File: src/rtl/irq_agg_pkg.sv
package irq_agg_pkg;

  localparam int unsigned WORD_W         = 32;
  localparam int unsigned NUM_BANKS      = 5;
  localparam int unsigned NUM_FUNC_BANKS = 3;
  localparam int unsigned ADDR_W         = 4;
  localparam int unsigned EVT_W          = NUM_BANKS * WORD_W;

  // populated width of each bank
  function automatic int unsigned bank_pop(int unsigned b);
    case (b)
      0: return 32;
      1: return 32;
      2: return 24;
      3: return 32;
      4: return 17;
      default: return 0;
    endcase
  endfunction

  function automatic logic [WORD_W-1:0] pop_mask(int unsigned b);
    int unsigned n;
    n = bank_pop(b);
    if (n >= WORD_W) return '1;
    return WORD_W'((64'd1 << n) - 64'd1);
  endfunction

  function automatic logic [EVT_W-1:0] pop_flat();
    logic [EVT_W-1:0] m;
    m = '0;
    for (int b = 0; b < NUM_BANKS; b++) m[b*WORD_W +: WORD_W] = pop_mask(b);
    return m;
  endfunction

endpackage

File: src/rtl/irq_src_bank.sv
module irq_src_bank #(
  parameter int unsigned              WORD_W   = 32,
  parameter logic [WORD_W-1:0]        POP_MASK = '1
) (
  input  logic              clk,
  input  logic              rst_n,
  input  logic [WORD_W-1:0] evt_i,
  input  logic              ctrl_wr_i,
  input  logic              stat_clr_i,
  input  logic [WORD_W-1:0] wdata_i,
  output logic [WORD_W-1:0] ctrl_o,
  output logic [WORD_W-1:0] stat_o,
  output logic              pend_o
);

  logic [WORD_W-1:0] evt_q, evt_d;
  logic [WORD_W-1:0] ctrl_q, ctrl_d;
  logic [WORD_W-1:0] stat_q, stat_d;
  logic [WORD_W-1:0] rise, clr_bits;

  // next-state logic
  always_comb begin
    evt_d    = evt_i & POP_MASK;
    rise     = evt_d & ~evt_q;
    clr_bits = stat_clr_i ? wdata_i : '0;
    ctrl_d   = wdata_i & POP_MASK;
    // a new edge overrides a simultaneous clear
    stat_d   = ((stat_q & ~clr_bits) | rise) & POP_MASK;
  end

  always_ff @(posedge clk or negedge rst_n) begin
    if (!rst_n) begin
      evt_q  <= '0;
      ctrl_q <= '0;
      stat_q <= '0;
    end else begin
      evt_q  <= evt_d;
      stat_q <= stat_d;
      if (ctrl_wr_i) ctrl_q <= ctrl_d;
    end
  end

  assign ctrl_o = ctrl_q;
  assign stat_o = stat_q;
  assign pend_o = |(ctrl_q & stat_q);

endmodule

File: src/rtl/irq_group_or.sv
module irq_group_or #(
  parameter int unsigned NB = 3
) (
  input  logic          clk,
  input  logic          rst_n,
  input  logic [NB-1:0] pend_i,
  output logic          irq_o
);

  logic irq_q, irq_d;

  always_comb irq_d = |pend_i;

  always_ff @(posedge clk or negedge rst_n) begin
    if (!rst_n) irq_q <= 1'b0;
    else        irq_q <= irq_d;
  end

  assign irq_o = irq_q;

endmodule

File: src/rtl/irq_bank_aggregator.sv
module irq_bank_aggregator
  import irq_agg_pkg::*;
(
  input  logic                 clk,
  input  logic                 rst_n,
  input  logic [EVT_W-1:0]     evt_i,
  input  logic                 req_i,
  input  logic                 we_i,
  input  logic [ADDR_W-1:0]    addr_i,
  input  logic [WORD_W-1:0]    wdata_i,
  output logic [WORD_W-1:0]    rdata_o,
  output logic                 rvalid_o,
  output logic                 func_irq_o,
  output logic                 err_irq_o
);

  localparam int unsigned NUM_ERR_BANKS = NUM_BANKS - NUM_FUNC_BANKS;
  localparam int unsigned STAT_BASE     = NUM_BANKS;

  logic [WORD_W-1:0]    ctrl_w [NUM_BANKS];
  logic [WORD_W-1:0]    stat_w [NUM_BANKS];
  logic [NUM_BANKS-1:0] pend_w;
  logic [NUM_BANKS-1:0] ctrl_wr, stat_clr;
  logic [EVT_W-1:0]     ctrl_flat, stat_flat;

  logic [WORD_W-1:0]    rdata_q, rdata_d;
  logic                 rvalid_q, rvalid_d;
  logic                 rd_en;

  // write decode
  always_comb begin
    for (int b = 0; b < NUM_BANKS; b++) begin
      ctrl_wr[b]  = req_i && we_i && (int'(addr_i) == b);
      stat_clr[b] = req_i && we_i && (int'(addr_i) == STAT_BASE + b);
    end
  end

  for (genvar g = 0; g < NUM_BANKS; g++) begin : g_bank
    irq_src_bank #(
      .WORD_W   (WORD_W),
      .POP_MASK (pop_mask(g))
    ) bank_i (
      .clk        (clk),
      .rst_n      (rst_n),
      .evt_i      (evt_i[g*WORD_W +: WORD_W]),
      .ctrl_wr_i  (ctrl_wr[g]),
      .stat_clr_i (stat_clr[g]),
      .wdata_i    (wdata_i),
      .ctrl_o     (ctrl_w[g]),
      .stat_o     (stat_w[g]),
      .pend_o     (pend_w[g])
    );
    assign ctrl_flat[g*WORD_W +: WORD_W] = ctrl_w[g];
    assign stat_flat[g*WORD_W +: WORD_W] = stat_w[g];
  end

  irq_group_or #(.NB(NUM_FUNC_BANKS)) func_or_i (
    .clk   (clk),
    .rst_n (rst_n),
    .pend_i(pend_w[NUM_FUNC_BANKS-1:0]),
    .irq_o (func_irq_o)
  );

  irq_group_or #(.NB(NUM_ERR_BANKS)) err_or_i (
    .clk   (clk),
    .rst_n (rst_n),
    .pend_i(pend_w[NUM_BANKS-1:NUM_FUNC_BANKS]),
    .irq_o (err_irq_o)
  );

  // read path
  always_comb begin
    rd_en    = req_i && !we_i;
    rvalid_d = rd_en;
    rdata_d  = '0;
    for (int b = 0; b < NUM_BANKS; b++) begin
      if (int'(addr_i) == b)             rdata_d = ctrl_w[b];
      if (int'(addr_i) == STAT_BASE + b) rdata_d = stat_w[b];
    end
  end

  always_ff @(posedge clk or negedge rst_n) begin
    if (!rst_n) begin
      rvalid_q <= 1'b0;
      rdata_q  <= '0;
    end else begin
      rvalid_q <= rvalid_d;
      if (rd_en) rdata_q <= rdata_d;
    end
  end

  assign rdata_o  = rdata_q;
  assign rvalid_o = rvalid_q;

endmodule

File: config.mk
export PLATFORM = sky130hd
export DESIGN_NAME = irq_bank_aggregator
export DESIGN_NICKNAME = d
export VERILOG_FILES = /design/src/rtl/irq_agg_pkg.sv /design/src/rtl/irq_src_bank.sv /design/src/rtl/irq_group_or.sv /design/src/rtl/irq_bank_aggregator.sv
export SDC_FILE = /design/constraint.sdc
export NUM_CORES = 1
export LEC_CHECK = 0
export ABC_CLOCK_PERIOD_IN_PS = 2900
export BUFFER_PORTS_ARGS = -buffer_cell sky130_fd_sc_hd__clkbuf_2
export CORE_ASPECT_RATIO = 1.2
export CORE_UTILIZATION = 36
export DETAILED_ROUTE_END_ITERATION = 16
export PLACE_DENSITY = 0.55
export REMOVE_ABC_BUFFERS = 1
export SLEW_MARGIN = 20
export SYNTH_ARGS = -nofsm -noshare
export SYNTH_HDL_FRONTEND = slang
export SYNTH_HIERARCHICAL = 1
export SYNTH_SLANG_ARGS = --single-unit
export TNS_END_PERCENT = 100
File: constraint.sdc
create_clock -name clk -period 2.9 [get_ports clk]
set_input_delay 0.58 -clock clk [delete_from_list [all_inputs] [get_ports clk]]
set_output_delay 0.58 -clock clk [all_outputs]
set_load 0.03 [all_outputs]
## Word-level counts from Yosys, hierarchy flattened

Index checks and enable logic that the tools add are counted.

- Flip-flop bits (word level): 446
- Bits of input ports: 200
- Output and inout port bits: 35
- Word-level logic and storage cells: 89

- Equal/unequal tests: 9
- Multiplexer cells: 15
- Bitwise operators: 30
- Reduce and logical (&&, ||, !) cells: 16

Operators by type and width:

| kind | number |
|---|---|
| 2-to-1 mux 32 bit | 13 |
| bitwise AND 32 bit | 9 |
| NOT 32 bit | 6 |
| bitwise OR 32 bit | 3 |
| OR reduction 96 bit | 1 |
| bitwise AND 24 bit | 3 |
| OR reduction 64 bit | 1 |
| bitwise AND 17 bit | 3 |
| NOT 24 bit | 2 |
| NOT 17 bit | 2 |
| 2-to-1 mux 24 bit | 1 |
| bitwise OR 24 bit | 1 |
| == test 4 x 3 -> 1 bit (second input constant) | 5 |
| 2-to-1 mux 17 bit | 1 |
| bitwise OR 17 bit | 1 |
| == test 4 bit (second input constant) | 3 |
| logical AND 1 bit | 12 |
| == test 4 x 2 -> 1 bit (second input constant) | 1 |
| zero test 4 bit | 1 |
| zero test 1 bit | 1 |

## Longest topological paths before layout

Gate-level depths: netlist of run 1.

- Word-level depth: 11
- Mapped depth: 10
- Mapped depth without buffers: 6

## Modules after synthesis

The synthesis of run 1 kept the hierarchy.

By module, submodules not included:

| module | times used | cells an instance | area each (um^2) | sequential area each (um^2) |
|---|---|---|---|---|
| irq_src_bank (g_bank[0].bank_i ...) | 3 | 284 | 3475.8 | 2402.3 |
| irq_bank_aggregator | 1 | 507 | 4047.6 | 825.8 |
| irq_src_bank (g_bank[2].bank_i) | 1 | 230 | 2748.9 | 1801.7 |
| irq_src_bank (g_bank[4].bank_i) | 1 | 182 | 2089.5 | 1276.2 |
| irq_group_or | 2 | 2 | 31.3 | 25.0 |

## Worst setup path before layout of run 1

Ideal clock, no wire load.

- Kind: in2reg
- From: input port addr_i[0]
- To: register g_bank[4].bank_i.ctrl_q[10]
- Library setup time: 0.125 ns
- Arrival: 2.227 ns
- Required time: 2.775 ns
- Setup slack: 0.548 ns
- Stages on the path: 9
- Path buffers: 7
- Path through: buf_4 -> buf_6 -> buf_4 -> buf_6 -> buf_2 -> nor4_1 -> buf_4 -> buf_6 -> mux2_2

- Longest elaborated chain between the ends: 2

Ends and longest elaborated chain:

| element | line | source |
|---|---|---|
| start, declared | irq_bank_aggregator.sv:9 | `input logic [ADDR_W-1:0] addr_i,` |
| == test 4 bit | irq_bank_aggregator.sv:33 | `ctrl_wr[b] = req_i && we_i && (int'(addr_i) == b);` |
| logical AND 1 bit | irq_bank_aggregator.sv:33 |  |
| via ctrl_wr[4] | irq_bank_aggregator.sv:23 | `logic [NUM_BANKS-1:0] ctrl_wr, stat_clr;` |
| end signal, assigned | irq_src_bank.sv:39 | `if (ctrl_wr_i) ctrl_q <= ctrl_d;` |
| end, declared | irq_src_bank.sv:17 | `logic [WORD_W-1:0] ctrl_q, ctrl_d;` |

The timed path passes the listed nets, and every way through them passes these cells.
A chain may end at the register's enable or synchronous reset.

## Final worst setup path of run 1

- From: register g_bank[1].bank_i.stat_q[6]
- To: register func_or_i.irq_q (netlist: func_or_i/irq_o)

- Longest elaborated chain between the ends: 2

Ends and longest elaborated chain:

| element | line | source |
|---|---|---|
| start, declared | irq_src_bank.sv:18 | `logic [WORD_W-1:0] stat_q, stat_d;` |
| start signal, assigned | irq_src_bank.sv:38 | `stat_q <= stat_d;` |
| bitwise AND 32 bit | irq_src_bank.sv:45 | `assign pend_o = \|(ctrl_q & stat_q);` |
| OR reduction 96 bit | irq_group_or.sv:12 | `always_comb irq_d = \|pend_i;` |
| via func_or_i.irq_d | irq_group_or.sv:10 | `logic irq_q, irq_d;` |
| end signal, assigned | irq_group_or.sv:16 | `else irq_q <= irq_d;` |
| end, declared | irq_group_or.sv:10 |  |

The timed path passes the listed nets, and every way through them passes these cells.

==> flow_summary.yaml, run 1 <==
pwr:
  power_density_mw_per_mm2: 676
  max-vdd-ir-drop_mv: 0.412
  power_mw: 15.6
  p_leak_nw: 10.9
clock_tree:
  cts_repair_resize_count: 0
  cts_tree: "built"
  ctsHoldBuffers: 0
  cts-root-buf: "clkbuf_16"
  clk_latency_ns: 0.58
  clock-sinks: 446
  post_cts_buffers: 0
  clk_path_buf_depth: 3
  clk_pin_slew_ns: 0.06
  cts_max_level: 2
  cts_inserted_buffers: 47
sta:
  timing.final.crit_share_pct: 75.1
  drv_slew: 0
  slew_headroom_pct: 45.1
  clock-skew-final_ns: 0.00959
  fin_crit_ns: 2.18
  max_freq_mhz: 459
  holdWs_ns: 0.0165
  grt_setup_unrepaired: "false"
  final-hold-violation-count: 0
  worst_pin_slew_ns: 0.819
  report.final.setup_viol: 0
drt:
  drt_iter0_drc: 1223
  vias: 14700
  drt-total-wl_mm: 63.7
  antenna_left: 0
  vias_per_cell: 5.32
  drtPass1Iterations: 7
  drc: 0
  post_drt_wl_per_cell_um: 23.1
yosys:
  synth_ff_type: "dfrtp_1"
  synth_seq_area_share_pct: 57.6
  ys_seq_elements: 446
  async_reset_ff_share_pct: 100
  syn_area_mm2: 0.0194
  synth_cells: 1775
  ys_types: 67
  syn_area_per_cell_um2: 10.9
  ys_warn_count: 6
  synth-edff-count: 0
critical_path:
  endpoint: "func_or_i/irq_o$_DFF_PN0_"
  crit_type: "flop to flop"
  critical_path.max_fanout: 3
  cp-end-kind: "flop"
  r2r-start: "g_bank[1].bank_i/stat_o[6]$_DFF_PN0_"
  crit_start: "g_bank[1].bank_i/stat_o[6]$_DFF_PN0_"
  r2r_end: "func_or_i/irq_o$_DFF_PN0_"
  crit_required_ns: 3.32
  reg2reg_depth: 4
  cp.arrival_ns: 2.60
  start_kind: "flop"
  reg2reg_slack_ns: 0.72
grt:
  antenna_found_initial: 0
  grt_overflow: 0
  grt_pass1_vias: 15000
  grt_max_degree: 78
  grt_use_total_pct: 23.7
  grt_pass1_wl_mm: 96.0
floorplan:
  die_area_mm2: 0.0548
  fp.dieH_um: 256
  num_rows: 92
  start_util_pct: 36.7
  die_w_um: 214
  core_area_mm2: 0.0528
  num_io_pins: 235
final_layout:
  synthToLayoutAreaGrowth_pct: 18.8
  drive_gt1_share_pct: 25.9
  n_antenna_cell: 0
  nets: 2219
outcome:
  status: "finished clean"
run:
  cap_violations: 0
place:
  portBuffers: 211
  dp_hpwl_mm: 45.5
  gp_congestion: 0.891
worst_hold_path:
  min_path_type: "input pin to asynchronous set/reset pin"
metal layers:
layer | track usage, % | up-vias | routed length [µm]
li1 | - | 6608 | -
met1 | 31.2 | 7498 | 26900
met2 | 39.1 | 477 | 31200
met3 | 3.57 | 115 | 3550
met4 | 9.01 | 0 | 2080
met5 | 0 | - | 0
layout make-up:
cell class                      instances  area, µm²
Clock buffer                           65       1390
Clock inverter                         21        213
Fill cell                            5052      29800
Inverter                              143        537
Multi-Input combinational cell       1096       7040
Sequential cell                       446      11200
Tap cell                              705        882
Timing Repair Buffer                  285       1800
cell families after synthesis:
group	Yosys count	synth area share, %
AO/OA/AOI/OAI	452	15.1
buffers and inverters	277	7.19
flip-flops	446	57.6
multiplexers	191	11.2
other	2	0.0388
AND/OR/NAND/NOR	407	8.90
state kept, by name (all words and copies together) (netlist names):
name,cells
g_bank.bank_i/ctrl_o,137
g_bank.bank_i/evt_q,137
g_bank.bank_i/stat_o,137
rdata_o,32
err_or_i/irq_o,1
func_or_i/irq_o,1
rvalid_o,1
stage by stage:
stage	utilization (%)	cell area (µm²)	std cells	TNS, ns	setup slack, ns
global route	43.6	23000	2761	0	0.650
global placement	40.5	21400	2675	0	0.374
CTS	43.6	23000	2761	0	0.735
detailed placement	40.5	21400	2675	0	0.330
floorplan	-	18700	1685	-156.13	-1.86
finish	43.6	23000	2761	0	0.722
cells in the final DEF (no fill, tap or decap), types with 42 or more instances in the layout:
cell / instances
a21oi_1: 42
clkbuf_2: 208
nand2_1: 316
a22oi_1: 75
o21ai_0: 199
buf_4: 62
mux2_2: 135
inv_1: 142
dfrtp_1: 446
clkbuf_16: 49
conb_1: 46
worst min path at each step:
stage,to,slack (ns),cells past startpoint
global placement,g_bank[0].bank_i/stat_o[13]$_DFF_PN0_,0.40,1
detailed placement,g_bank[3].bank_i/stat_o[11]$_DFF_PN0_,0.41,1
floorplan,err_or_i/irq_o$_DFF_PN0_,0.28,0
finish,g_bank[1].bank_i/evt_q[22]$_DFF_PN0_,0.02,1
global route,g_bank[1].bank_i/evt_q[22]$_DFF_PN0_,0.06,1
CTS,g_bank[1].bank_i/evt_q[22]$_DFF_PN0_,0.01,1
critical path, stage by stage, from the launching register on:
cell and delay [ns]:
dfrtp_1 0.43, a22oi_1 0.36, nand4_1 0.25, or4_1 0.50, or3_1 0.47
synthesized netlist by cell type, types with 3 or more instances:
master	n	area, µm²
mux4_2	3	67.6
or3_1	5	31.3
a31oi_1	6	37.5
a221oi_1	25	219
a211oi_1	3	22.5
mux2i_1	25	250
nor4_1	3	18.8
clkbuf_1	28	105
o21ai_0	199	996
o32ai_1	5	43.8
o21ai_1	7	35.0
a221o_1	4	40.0
nor2b_1	4	25.0
nand4_1	15	93.8
mux2_4	3	45.0
o211ai_1	23	173
buf_6	8	90.1
or4_1	3	22.5
buf_4	54	405
mux2_1	25	282
a222oi_1	20	200
nor3_1	9	45.0
a21oi_1	42	210
a22oi_1	75	563
nor2_1	22	82.6
a2bb2oi_1	3	26.3
o22ai_1	8	50.1
mux2_2	135	1520
nand2b_1	10	62.6
a22oi_2	8	100
o21a_1	3	22.5
a21o_1	3	22.5
nand2_1	316	1190
dfrtp_1	446	11200
buf_2	41	205
inv_1	142	533
report_power, final:
part           switching [mW]  internal [mW]  total [mW]
clock                    2.53           3.69        6.23
combinational            1.15          0.885        2.04
sequential              0.494           6.81        7.30
(Power assumes the default switching activity.)
==> inputs of run 2 (changes only) <==
Settings changed: ABC_AREA set to 1, ABC_CLOCK_PERIOD_IN_PS 2900 to 2200.
Clock period 2.9 ns to 2.2 ns, I/O delays scaled along.
==> run 2 against run 1 <==
  * The run now ends with DRC left
  * Routed wire length about the same
  * Worst setup slack got worse by 0.24 ns
  * Final cell count increased by 25%
  * Global-route usage decreased by 1.3 points
  * Utilization increased by 1.9 points
  * Largest cell class unchanged
  * Area after synthesis increased by 6.3%
  * Clock power increased by 33%
  * Largest power group unchanged
  * Sequential power increased by 31%
==> flow_summary.yaml, run 2 <==
yosys:
  syn_area_mm2: 0.0206
  synth_cells: 2311
  synth_area_leaders: "dfrtp_1, nand2_1, mux2_4, inv_1, nand3_1"
  synth_common_cells: "nand2_1, dfrtp_1, inv_1"
  synth-edff-count: 0
  ys_types: 23
  syn_area_per_cell_um2: 8.92
  ys_seq_elements: 446
  synth_seq_area_share_pct: 54.2
  synth_ff_type: "dfrtp_1"
  yosys.area.top_type: "dfrtp_1"
  ys_warn_count: 6
  yosysMostFrequentCell: "nand2_1"
  synth_top_area_share_pct: 54.2
  async_reset_ff_share_pct: 100
sta:
  worst_slack_ns: 0.482
  worst_pin_slew_ns: 0.551
  drv_slew: 0
  max_freq_mhz: 582
  final-hold-violation-count: 0
  timing.final.crit_share_pct: 78.1
  clock-skew-final_ns: 0.0218
  fin_crit_ns: 1.72
  grt_setup_unrepaired: "false"
  slew_headroom_pct: 63.2
  report.final.setup_viol: 0
outcome:
  violations: "DRC"
  status: "finished, violations left"
critical_path:
  crit_start: "rdata_o[14]$_DFFE_PN0P_"
  path_cells: "clkbuf_2"
  reg2reg_depth: 8
  cp_num_cells: 1
  crit_type: "flop to output port"
  cpMaxStageDelayCell: "dfrtp_1"
  start_kind: "flop"
  crit_required_ns: 1.76
  reg2reg_slack_ns: 0.71
  r2r-start: "g_bank[1].bank_i/stat_o[24]$_DFF_PN0_"
  cp-end-kind: "output port"
  path_delay_family: "flip-flops"
  r2r_end: "func_or_i/irq_o$_DFF_PN0_"
  endpoint: "rdata_o[14]"
  cp_slowest_stage_delay_ns: 0.45
  critical_path.max_fanout: 2
  cp.arrival_ns: 1.28
  worst-path-buf-inv: 1
grt:
  grt_use_met2_pct: 37.6
  grt_max_degree: 67
  grt_use_total_pct: 22.4
  antenna_found_initial: 1
  grt_overflow: 0
  grt_pass1_vias: 16300
  met3_usage_pct: 3.10
  grtUsageMet1_pct: 29.3
  grt_pass1_wl_mm: 98.1
  grt_busiest_layer: "met2"
clock_tree:
  cts_max_level: 2
  clk_path_buf_depth: 3
  clk_latency_ns: 0.59
  cts-root-buf: "clkbuf_16"
  clock-sinks: 446
  cts_tree: "built"
  cts_inserted_buffers: 47
  clk_pin_slew_ns: 0.06
final_layout:
  synthToLayoutAreaGrowth_pct: 24.1
  final_cell_mix: "nand2_1, dfrtp_1, inv_1"
  nets: 2883
  final_cells: 3446
  layout_commonest_cell: "nand2_1"
  drive_gt1_share_pct: 19.0
  n_antenna_cell: 0
  fill_cells: 5485
worst_hold_path:
  holdPathStages: 1
  min_from: "evt_i[11]"
  min_path_type: "input pin to flop"
place:
  place_ws_ns: 0.174
  gp_congestion: 0.856
  dp_hpwl_mm: 44.0
  portBuffers: 211
  dpl.cell_count: 3233
drt:
  vias: 16100
  drtPass1Iterations: 11
  antenna_left: 0
  drt_iter0_drc: 978
  drc: 6
  vias_per_cell: 4.68
  post_drt_wl_per_cell_um: 18.5
  drt-total-wl_mm: 63.8
pwr:
  p_leak_nw: 13.5
  max-vdd-ir-drop_mv: 0.509
  power_density_mw_per_mm2: 821
floorplan:
  num_io_pins: 235
  die_w_um: 220
  fp.dieH_um: 264
  core_area_mm2: 0.0562
  num_rows: 95
  die_area_mm2: 0.0582
  start_util_pct: 36.6
run:
  cap_violations: 0
## run 2: cell count changes after synthesis, moves of 23 or more
cell      before  now
inv_1        142  279
mux2_2       135   17
mux2_4         3  120
nand2_1      316  791
a21oi_1       42    6
mux2i_1       25    0
o211ai_1      23    0
mux2_1        25    0
a221oi_1      25    0
nand3_1        2  173
o21ai_0      199  171
a22oi_1       75    0
nor2_1        22  157
## run 2: how the worst min path moves through the flow
stage                                            to  slack [ns]
4_1_cts        g_bank[4].bank_i/evt_q[14]$_DFF_PN0_       0.002
5_1_grt         g_bank[4].bank_i/evt_q[5]$_DFF_PN0_       0.001
3_5_place_dp    g_bank[1].bank_i/evt_q[6]$_DFF_PN0_        0.41
2_1_floorplan              err_or_i/irq_o$_DFF_PN0_        0.14
6_report       g_bank[0].bank_i/evt_q[11]$_DFF_PN0_        0.03
3_3_place_gp    g_bank[1].bank_i/evt_q[6]$_DFF_PN0_        0.40
## run 2: stage by stage
step	TNS, ns	power, mW	utilization, %	instance area [µm²]	hold WS [ns]
after detailed placement	0	12.7	40.4	22700	0.407
final	0	21.0	45.5	25600	0.0307
after global placement	0	12.6	40.4	22700	0.401
after floorplan	-477.58	11.3	-	19800	0.144
after CTS	0	21.3	45.5	25600	0.00243
after global routing	0	22.0	45.5	25600	0.00131
## run 2: what timing repair did
action,4_1_cts,5_1_grt
hold buffers,128,0
buffers inserted,0,0
hold endpoints to repair,161,0
gates resized for setup,0,0
## run 2: layout make-up
class                      count  area, µm²  share of cell area [%]
inverter                     280       1050                    4.11
multi-input combinational   1505       7680                    30.0
clock buffer                  69       1420                    5.56
timing repair buffer         403       3170                    12.4
tap                          727        910                    3.56
sequential                   446      11200                    43.6
clock inverter                16        188                   0.734
## run 2: report_power, final
group          switching, mW  total [mW]  internal, mW
clock network           3.34        8.28          4.93
registers              0.567        9.54          8.98
logic                   1.75        3.19          1.45
total                   5.66        21.0          15.4
## run 2: worst register-to-register path, delay by kind of cell (launching register included)
family / cells / cell delay (ns)
simple gates: 8 / 0.94
flops: 1 / 0.42
## run 2: routing by layer
metal	up-vias	part of all wire, %
met5	-	0.022
met4	2	3.5
met3	105	4.5
li1	7825	-
met2	381	49
met1	7805	43
## run 2: kinds of logic (layout without fill, tap and decap cells)
kind of cell	count (synthesis)	in the layout	synth area share, %
buffers and inverters	404	768	9.61
DFF	446	446	54.2
other	2	46	0.0364
muxes	137	137	9.67
AOI/OAI and AO/OA	177	177	4.30
and+or+nand+nor	1145	1145	22.2
